==> src/rtl/ack_pkg.sv <==
package ack_pkg;
  localparam logic [2:0]  FT_DATA      = 3'b001;
  localparam logic [2:0]  FT_CMD       = 3'b011;
  localparam logic [2:0]  FT_ACK       = 3'b010;
  localparam logic [1:0]  AM_SHORT     = 2'b10;
  localparam logic [1:0]  AM_EXT       = 2'b11;
  localparam logic [7:0]  CMD_DATA_REQ = 8'h04;
  localparam logic [15:0] BCAST16      = 16'hFFFF;
  localparam int          ACK_LEN      = 5;

  typedef struct packed {
    logic match;
    logic fend;
    logic go;
    logic pend;
  } filt_res_t;
endpackage

==> src/rtl/ack_filter.sv <==
module ack_filter
  import ack_pkg::*;
(
  input  logic [15:0] fcf,
  input  logic [15:0] dst_pan,
  input  logic [63:0] dst_addr,
  input  logic [7:0]  cmd_id,
  input  logic        fcs_ok,
  input  logic [15:0] cfg_pan_id,
  input  logic [15:0] cfg_short_addr,
  input  logic [63:0] cfg_ext_addr,
  input  logic        cfg_pend,
  input  logic        cfg_ack_dis,
  input  logic        cfg_promisc,
  output filt_res_t   res
);
  logic [2:0] ftype;
  logic [1:0] amode;
  logic       pan_ok;
  logic       addr_ok;
  logic       bcast_dst;
  logic       ack_type;
  logic       unused_fcf;

  assign ftype      = fcf[2:0];
  assign amode      = fcf[11:10];
  assign unused_fcf = ^{fcf[15:12], fcf[9:6], fcf[4:3]};

  always_comb begin
    pan_ok    = (dst_pan == cfg_pan_id) || (dst_pan == BCAST16);
    addr_ok   = 1'b0;
    bcast_dst = 1'b0;
    case (amode)
      AM_SHORT: begin
        bcast_dst = (dst_addr[15:0] == BCAST16);
        addr_ok   = (dst_addr[15:0] == cfg_short_addr) || bcast_dst;
      end
      AM_EXT:   addr_ok = (dst_addr == cfg_ext_addr);
      default:  addr_ok = 1'b0;
    endcase
    ack_type  = (ftype == FT_DATA) || (ftype == FT_CMD);
    res.match = pan_ok && addr_ok;
    res.fend  = res.match || fcs_ok || cfg_promisc;
    res.go    = fcf[5] && ack_type && fcs_ok && res.match && !bcast_dst && !cfg_ack_dis;
    res.pend  = (ftype == FT_CMD) && (cmd_id == CMD_DATA_REQ) && cfg_pend;
  end
endmodule

==> src/rtl/ack_timer.sv <==
module ack_timer #(
  parameter int TURN_SYMS = 12,
  parameter int FAST_SYMS = 2
) (
  input  logic clk,
  input  logic rst_n,
  input  logic start,
  input  logic fast,
  input  logic sym_tick,
  output logic waiting,
  output logic expire
);
  localparam int MAX_SYMS = (TURN_SYMS > FAST_SYMS) ? TURN_SYMS : FAST_SYMS;
  localparam int CW       = $clog2(MAX_SYMS + 1);

  logic [CW-1:0] cnt_q, cnt_d;
  logic          wait_q, wait_d;

  assign waiting = wait_q;
  assign expire  = wait_q && sym_tick && (cnt_q == CW'(1));

  always_comb begin
    cnt_d  = cnt_q;
    wait_d = wait_q;
    if (start) begin
      wait_d = 1'b1;
      cnt_d  = fast ? CW'(FAST_SYMS) : CW'(TURN_SYMS);
    end else if (wait_q && sym_tick) begin
      cnt_d = cnt_q - CW'(1);
      if (cnt_q == CW'(1)) wait_d = 1'b0;
    end
  end

  always_ff @(posedge clk or negedge rst_n) begin
    if (!rst_n) begin
      cnt_q  <= '0;
      wait_q <= 1'b0;
    end else begin
      cnt_q  <= cnt_d;
      wait_q <= wait_d;
    end
  end

  // without a tick the countdown neither moves nor ends
  a_r7_hold_without_tick: assert property (@(posedge clk) disable iff (!rst_n)
    (wait_q && !sym_tick && !start) |=> (wait_q && $stable(cnt_q)));
  // the wait ends exactly on the expiry pulse
  a_r7_end_on_expire: assert property (@(posedge clk) disable iff (!rst_n)
    (wait_q && !expire && !start) |=> wait_q);
endmodule

==> src/rtl/ack_tx.sv <==
module ack_tx
  import ack_pkg::*;
#(
  parameter bit         FCS_EXT = 1'b1,
  parameter logic [7:0] PH_LO   = 8'h00,
  parameter logic [7:0] PH_HI   = 8'h00
) (
  input  logic        clk,
  input  logic        rst_n,
  input  logic        load,
  input  logic [7:0]  seq,
  input  logic        pend,
  input  logic [15:0] crc,
  input  logic        ready,
  output logic        valid,
  output logic [7:0]  data,
  output logic        sending
);
  localparam int IW = $clog2(ACK_LEN);

  logic [IW-1:0] idx_q, idx_d;
  logic          send_q, send_d;
  logic [7:0]    fcs_lo, fcs_hi;
  logic          last;

  generate
    if (FCS_EXT) begin : g_ext_fcs
      logic [15:0] crc_q;
      always_ff @(posedge clk or negedge rst_n) begin
        if (!rst_n)    crc_q <= '0;
        else if (load) crc_q <= crc;
      end
      assign fcs_lo = crc_q[7:0];
      assign fcs_hi = crc_q[15:8];
    end else begin : g_placeholder_fcs
      logic unused_crc;
      assign unused_crc = ^crc;
      assign fcs_lo = PH_LO;
      assign fcs_hi = PH_HI;
    end
  endgenerate

  assign last    = (idx_q == IW'(ACK_LEN - 1));
  assign valid   = send_q;
  assign sending = send_q;

  always_comb begin
    data = 8'h00;
    if (send_q) begin
      case (idx_q)
        IW'(0):  data = {3'b000, pend, 1'b0, FT_ACK};
        IW'(1):  data = 8'h00;
        IW'(2):  data = seq;
        IW'(3):  data = fcs_lo;
        default: data = fcs_hi;
      endcase
    end
  end

  always_comb begin
    idx_d  = idx_q;
    send_d = send_q;
    if (load) begin
      send_d = 1'b1;
      idx_d  = '0;
    end else if (send_q && ready) begin
      if (last) send_d = 1'b0;
      else      idx_d  = idx_q + IW'(1);
    end
  end

  always_ff @(posedge clk or negedge rst_n) begin
    if (!rst_n) begin
      idx_q  <= '0;
      send_q <= 1'b0;
    end else begin
      idx_q  <= idx_d;
      send_q <= send_d;
    end
  end

  // a stalled byte stays put
  a_r10_hold_on_stall: assert property (@(posedge clk) disable iff (!rst_n)
    (valid && !ready) |=> (valid && $stable(data)));
  // the first byte always carries the acknowledgement frame type
  a_r8_first_is_ack_type: assert property (@(posedge clk) disable iff (!rst_n)
    $rose(send_q) |-> (data[2:0] == FT_ACK && data[7:5] == 3'b000));
endmodule

==> src/rtl/ack_responder.sv <==
module ack_responder
  import ack_pkg::*;
#(
  parameter int         TURN_SYMS = 12,
  parameter int         FAST_SYMS = 2,
  parameter bit         FCS_EXT   = 1'b1,
  parameter logic [7:0] PH_LO     = 8'h00,
  parameter logic [7:0] PH_HI     = 8'h00
) (
  input  logic        clk,
  input  logic        rst_n,
  input  logic        sym_tick,
  input  logic [15:0] cfg_pan_id,
  input  logic [15:0] cfg_short_addr,
  input  logic [63:0] cfg_ext_addr,
  input  logic        cfg_pend,
  input  logic        cfg_ack_dis,
  input  logic        cfg_promisc,
  input  logic        cfg_fast_ack,
  input  logic        frm_done,
  input  logic [15:0] frm_fcf,
  input  logic [7:0]  frm_seq,
  input  logic [15:0] frm_dst_pan,
  input  logic [63:0] frm_dst_addr,
  input  logic [7:0]  frm_cmd_id,
  input  logic        frm_fcs_ok,
  input  logic [15:0] crc_in,
  input  logic        ack_ready,
  output logic        ack_valid,
  output logic [7:0]  ack_data,
  output logic        addr_match,
  output logic        frame_end,
  output logic        busy
);
  logic [1:0] rst_sync;
  logic       rst_ni;
  filt_res_t  res;
  logic       accept, start, waiting, expire, sending;
  logic       am_q, fe_q;
  logic [7:0] seq_q;
  logic       pend_q;

  always_ff @(posedge clk or negedge rst_n) begin
    if (!rst_n) rst_sync <= 2'b00;
    else        rst_sync <= {rst_sync[0], 1'b1};
  end
  assign rst_ni = rst_sync[1];

  ack_filter u_filter (
    .fcf            (frm_fcf),
    .dst_pan        (frm_dst_pan),
    .dst_addr       (frm_dst_addr),
    .cmd_id         (frm_cmd_id),
    .fcs_ok         (frm_fcs_ok),
    .cfg_pan_id     (cfg_pan_id),
    .cfg_short_addr (cfg_short_addr),
    .cfg_ext_addr   (cfg_ext_addr),
    .cfg_pend       (cfg_pend),
    .cfg_ack_dis    (cfg_ack_dis),
    .cfg_promisc    (cfg_promisc),
    .res            (res)
  );

  assign busy   = waiting || sending;
  assign accept = frm_done && !busy;
  assign start  = accept && res.go;

  ack_timer #(.TURN_SYMS(TURN_SYMS), .FAST_SYMS(FAST_SYMS)) u_timer (
    .clk      (clk),
    .rst_n    (rst_ni),
    .start    (start),
    .fast     (cfg_fast_ack),
    .sym_tick (sym_tick),
    .waiting  (waiting),
    .expire   (expire)
  );

  ack_tx #(.FCS_EXT(FCS_EXT), .PH_LO(PH_LO), .PH_HI(PH_HI)) u_tx (
    .clk     (clk),
    .rst_n   (rst_ni),
    .load    (expire),
    .seq     (seq_q),
    .pend    (pend_q),
    .crc     (crc_in),
    .ready   (ack_ready),
    .valid   (ack_valid),
    .data    (ack_data),
    .sending (sending)
  );

  always_ff @(posedge clk or negedge rst_ni) begin
    if (!rst_ni) begin
      am_q <= 1'b0;
      fe_q <= 1'b0;
    end else begin
      am_q <= accept && res.match;
      fe_q <= accept && res.fend;
    end
  end

  always_ff @(posedge clk or negedge rst_ni) begin
    if (!rst_ni) begin
      seq_q  <= '0;
      pend_q <= 1'b0;
    end else if (start) begin
      seq_q  <= frm_seq;
      pend_q <= res.pend;
    end
  end

  assign addr_match = am_q;
  assign frame_end  = fe_q;

  // a disabled responder never goes busy on a new frame
  a_r3_disable_blocks: assert property (@(posedge clk) disable iff (!rst_ni)
    (accept && cfg_ack_dis) |=> !busy);
  // a bad FCS never schedules an answer
  a_r2_bad_fcs_no_ack: assert property (@(posedge clk) disable iff (!rst_ni)
    (accept && !frm_fcs_ok) |=> !busy);
  // bytes are only offered while busy
  a_r11_valid_within_busy: assert property (@(posedge clk) disable iff (!rst_ni)
    ack_valid |-> busy);
  // a strobe during busy raises no indication
  a_r11_ignore_when_busy: assert property (@(posedge clk) disable iff (!rst_ni)
    (frm_done && busy) |=> (!addr_match && !frame_end));
  // a frame whose address is matched always reports its end
  a_r6_match_implies_end: assert property (@(posedge clk) disable iff (!rst_ni)
    addr_match |-> frame_end);
endmodule

==> config.mk <==
export PLATFORM = sky130hd
export DESIGN_NAME = ack_responder
export DESIGN_NICKNAME = d
export VERILOG_FILES = /design/src/rtl/ack_pkg.sv /design/src/rtl/ack_filter.sv /design/src/rtl/ack_timer.sv /design/src/rtl/ack_tx.sv /design/src/rtl/ack_responder.sv
export SDC_FILE = /design/constraint.sdc
export NUM_CORES = 1
export LEC_CHECK = 0
export BUFFER_PORTS_ARGS = -buffer_cell sky130_fd_sc_hd__clkbuf_2
export CAP_MARGIN = 20
export CELL_PAD_IN_SITES_DETAIL_PLACEMENT = 1
export CELL_PAD_IN_SITES_GLOBAL_PLACEMENT = 1
export CORE_ASPECT_RATIO = 0.9
export CORE_MARGIN = 4
export CORE_UTILIZATION = 25
export CTS_CLUSTER_DIAMETER = 80
export DETAILED_ROUTE_END_ITERATION = 10
export HOLD_SLACK_MARGIN = 0.1
export PLACE_DENSITY_LB_ADDON = 0.1
export SETUP_SLACK_MARGIN = 0.4
export SYNTH_ARGS = -nofsm -noshare
export SYNTH_HDL_FRONTEND = slang
export SYNTH_HIERARCHICAL = 1
export SYNTH_SLANG_ARGS = --single-unit
==> constraint.sdc <==
create_clock -name clk -period 1.4 [get_ports clk]
set_input_delay 0.28 -clock clk [delete_from_list [all_inputs] [get_ports clk]]
set_output_delay 0.28 -clock clk [all_outputs]
set_load 0.1 [all_outputs]
**Yosys cells after proc, flatten, opt, wreduce, memory -nomap -nowiden**

Cells that the tools add are included.

- Flip-flop bits (word level): 38
- Input port bits: 234
- Output and inout bits: 12
- Logic and storage cells: 76

- Add/sub/neg operators: 2
- Eq/ne operators: 16
- Muxes and demuxes: 16
- Reduce and logical (&&, ||, !) cells: 32

Operators by type and width:

| operator | count |
|---|---|
| 64-bit equality test | 1 |
| 16-bit equality test | 2 |
| 16-bit equality test, second input constant | 2 |
| 8-bit one-hot mux with 4 select lines | 1 |
| 1-bit logical AND | 15 |
| 4-bit 2-to-1 mux | 3 |
| 3-bit by 2-bit equality test with 1-bit output, second input constant | 3 |
| 3-bit 2-to-1 mux | 3 |
| 8-bit by 3-bit equality test with 1-bit output, second input constant | 1 |
| 8-bit 2-to-1 mux | 1 |
| 2-bit nonzero test | 4 |
| 1-bit 2-to-1 mux | 7 |
| 3-bit by 1-bit equality test with 1-bit output, second input constant | 2 |
| 1-bit logical OR | 6 |
| 2-bit AND reduction | 3 |
| 2-bit equality test, second input constant | 2 |
| 4-bit by 1-bit equality test with 1-bit output, second input constant | 1 |
| 4-bit by 1-bit subtractor with 4-bit output, second input constant | 1 |
| 3-bit by 1-bit adder with 3-bit output, second input constant | 1 |
| 3-bit equality test, second input constant | 1 |
| 1-bit zero test | 3 |
| 3-bit zero test | 1 |
| 2-bit inequality test, second input constant | 1 |
| 1-bit one-hot mux with 2 select lines | 1 |

**Longest topological paths before layout**

- Depth in word-level cells: 10
- Depth in mapped cells: 10
- Mapped depth without buffers: 9

**Modules after synthesis**

The synthesis kept the hierarchy.

By module, submodules not included:

| module | times used | cells each | area each (um^2) | sequential area each (um^2) |
|---|---|---|---|---|
| ack_filter | 1 | 148 | 1198.6 | 0.0 |
| ack_tx | 1 | 87 | 1024.7 | 500.5 |
| ack_responder | 1 | 29 | 508.0 | 325.3 |
| ack_timer | 1 | 27 | 266.5 | 125.1 |

**Worst setup path before layout**

OpenSTA, ideal clock, no wires.

- Path kind: reg2out
- Start point: register u_tx.idx_q[2]
- End point: output port ack_data[4]
- Arrival time: 2.486 ns
- Required time: 1.120 ns
- Slack: -1.366 ns
- Stages on the path, launching flop included: 7
- Buffers on the path: 2
- Cell sequence: dfrtp_1 -> buf_4 -> inv_2 -> ha_1 -> buf_6 -> a222oi_1 -> a21oi_1

- Cells in the longest elaborated chain, start to end: 3
- Elaborated cells between the ends (all ways): 6
- Those cells by class: eq/ne: 3; mux: 2; reduce/logical: 1

Ends and longest elaborated chain:

| item | line | text |
|---|---|---|
| from (decl) | ack_tx.sv:21 | `logic [IW-1:0] idx_q, idx_d;` |
| from (signal assigned) | ack_tx.sv:77 | `idx_q <= idx_d;` |
| 3-bit by 2-bit equality test with 1-bit output, or another cell as far along | ack_tx.sv:50 | `case (idx_q)` |
| 8-bit one-hot mux with 4 select lines (*) | ack_tx.sv:50 |  |
| 8-bit 2-to-1 mux (*) | ack_tx.sv:49 | `if (send_q) begin` |
| to (decl) | ack_responder.sv:30 | `output logic [7:0] ack_data,` |

Every way passes the cells marked *; elsewhere a longest branch is shown, timed or not.

==> results.cfg <==
[status]
status = finished with violations
violations = setup timing

[clock_tree]
ctsHtreeMaxLevel = 2
cts_buffers = 5
clk_pin_slew_ps = 60
clkLatencyLatePin_ps = 280
cts_tree = yes
ctsRootBufferMaster = clkbuf_16
clkSinkCount = 38
cts_buffer_depth = 2

[critical_path]
reg2reg_depth = 8
endpoint_kind = flip-flop
critPathRequiredTime_ps = 1560
r2r_slack_ps = -250
path_max_fanout = 5
worstReg2RegEnd = u_tx/idx_q[0]
worst_ep_arrival_time_ps = 2530
crit_type = input pin to flip-flop
reg2reg_from = u_tx/idx_q[1]
start_kind = input pin

[synthesis]
seq_area_frac_synth = 0.3172
netlist_top_cells_area = dfrtp_1, xnor2_1, mux2_2, nand4_1, mux2_4
ys_warn_count = 6
synth_edf_count = 0
synth-main-ff-cell = dfrtp_1
synthCells = 291
async_reset_ff_frac = 1.000
ys_seq_elements = 38
synth.avg_cell_area_um2 = 10.30
syn_nets = 531
yosys.area.top_type = dfrtp_1
syn_area_um2 = 2998
synth.distinct_cells = 41
synth_top_area_frac = 0.3172

[final_layout]
regArea_um2 = 955.9
final_cell_mix = clkbuf_2, xnor2_1, buf_6, dfrtp_1, buf_4
multi_input_area_um2 = 2461
postLayoutCoreUtil = 0.5229
synthToLayoutAreaGrowth_pct = 101.9
final_common_cell = clkbuf_2
drive_gt1_frac = 0.6755
fillers = 1326
final_nets = 840
n_antenna_cell = 0

[routing]
wl_per_cell_um = 18.26
drt_pass1_iterations = 4
vias = 3482
wl_um = 13830
viasPerCell = 4.600
drt_iter0_drc = 65
ant_nets = 0
drc = 0

[flow_run]
drv_cap = 0

[die]
core_area_um2 = 11570
die_area_um2 = 13810
start_util = 0.2590
num_rows = 37
ioPinCount = 246
fp.dieW_um = 123.4
die_h_um = 111.9

[grt]
grt_max_degree = 28
grt_pass1_wl_um = 21110
grt.overflow.total = 0
grt.total_usage = 0.1959
grt_pass1_vias = 4160
antenna_found_initial = 0

[sta]
fin_skew_ps = 7.432
final_max_slew_viol_count = 0
timing.final.ws_setup_ps = -965.7
fin_crit_ps = 2366
hold_viol_final = 0
max_slew_margin = 0.6693
setup_viol = 46
fmax_ghz = 0.4227
period_share = 1.690
rsz0062_at_grt = yes
worst_pin_slew_ps = 491.4

[place]
portBuffers = 235
place_hpwl_um = 11020
gp_congestion = 0.8016
dp_slack_ps = -1307

[power]
vdd_drop_max_v = 0.0004530
p_per_area_nw_per_um2 = 575.2
p_leak_uw = 0.002832

[hold_path]
hold_class = flip-flop to async pin
==> layer usage <==
layer / share of wire / GRT usage / vias up / wire, µm
met5: 0 / 0 / - / 0
met4: 0.039 / 0.07232 / 0 / 538
met3: 0.058 / 0.04114 / 37 / 806
met2: 0.54 / 0.3703 / 139 / 7526
met1: 0.36 / 0.2098 / 1631 / 4954
li1: - / - / 1675 / -
==> how the worst max path moves through the flow <==
stage	startpoint	to	slack [ps]
after CTS	cfg_ext_addr[33]	seq_q[0]	-930
final	cfg_ext_addr[49]	seq_q[6]	-970
after global placement	frm_dst_addr[11]	seq_q[3]	-1310
after global routing	cfg_ext_addr[44]	seq_q[0]	-1110
after floorplan	cfg_ext_addr[32]	pend_q	-720
after detailed placement	frm_dst_addr[11]	seq_q[0]	-1310
==> where the power goes <==
part | switching [µW] | leakage, µW | total, µW | internal [µW]
combinational | 337 | 0.00223 | 838 | 501
sequential | 8.49 | 0.000504 | 1110 | 1100
clock | 461 | 0.0000971 | 1530 | 1070
==> state kept, by name (all words and copies together), names as in the netlist, 2 cells and up <==
name / cells
rst_sync: 2
seq_q: 8
u_timer/cnt_q: 4
u_tx/g_ext_fcs.crc_q: 16
u_tx/idx_q: 3
==> Yosys cell counts (all sizes together), types with 3 or more instances <==
| library cell | number |
|---|---|
| xnor2 | 82 |
| dfrtp | 38 |
| nand4 | 30 |
| mux2 | 27 |
| xor2 | 16 |
| nor2 | 13 |
| nor4 | 10 |
| o21ai | 9 |
| a221oi | 7 |
| buf | 7 |
| ha | 6 |
| inv | 6 |
| nand2 | 5 |
| a21oi | 4 |
| and3 | 3 |
| nand3 | 3 |
==> area by class of cell <==
class / instances / share of cell area
clock buffer: 6 / 0.02295
clock inverter: 2 / 0.009924
inverter: 6 / 0.006822
multi-input combinational: 239 / 0.4067
sequential: 38 / 0.1579
tap: 156 / 0.03225
timing repair buffer: 310 / 0.3634
==> repair_timing <==
action,CTS,global route
endpoints found under the hold margin,2,0
hold buffers,1,0
gates resized for setup,54,32
pin swaps,18,24
gates cloned,2,0
setup endpoints to repair,48,48
buffers inserted,17,9
==> critical path, stage by stage <==
cell and delay [ps]:
clkbuf_2 90, xnor2_1 170, nand4_1 170, nor4_4 350, nand4_1 190, a221oi_2 360, and3_1 190, and4bb_2 280
buf_6 150, mux2_4 300
==> cell families after synthesis <==
kind of cell               after synthesis  share of synthesized area
buffers and inverters                   14                    0.02921
other                                    1                   0.001251
and+or+nand+nor                         77                     0.1544
xor gates and xnor gates                98                     0.2863
DFF                                     38                     0.3172
muxes                                   28                     0.1173
adders and majority gates                6                    0.02504
AOI/OAI and AO/OA                       29                    0.06928
==> per-stage QoR <==
| step | hold slack, ps | cells | area [µm²] | TNS, ps | total power, µW |
|---|---|---|---|---|---|
| after detailed placement | 67.18 | 720 | 5165 | -21980 | 1914 |
| after global placement | 65.57 | 720 | 5165 | -21930 | 1896 |
| after floorplan | -15.59 | 291 | 3308 | -12110 | 1425 |
| after global routing | 163.7 | 757 | 6052 | -26150 | 3645 |
| after CTS | 144.7 | 748 | 5833 | -19420 | 3496 |
| final | 139.3 | 757 | 6052 | -22000 | 3481 |
Note: power is estimated with default switching activity, not from simulation.
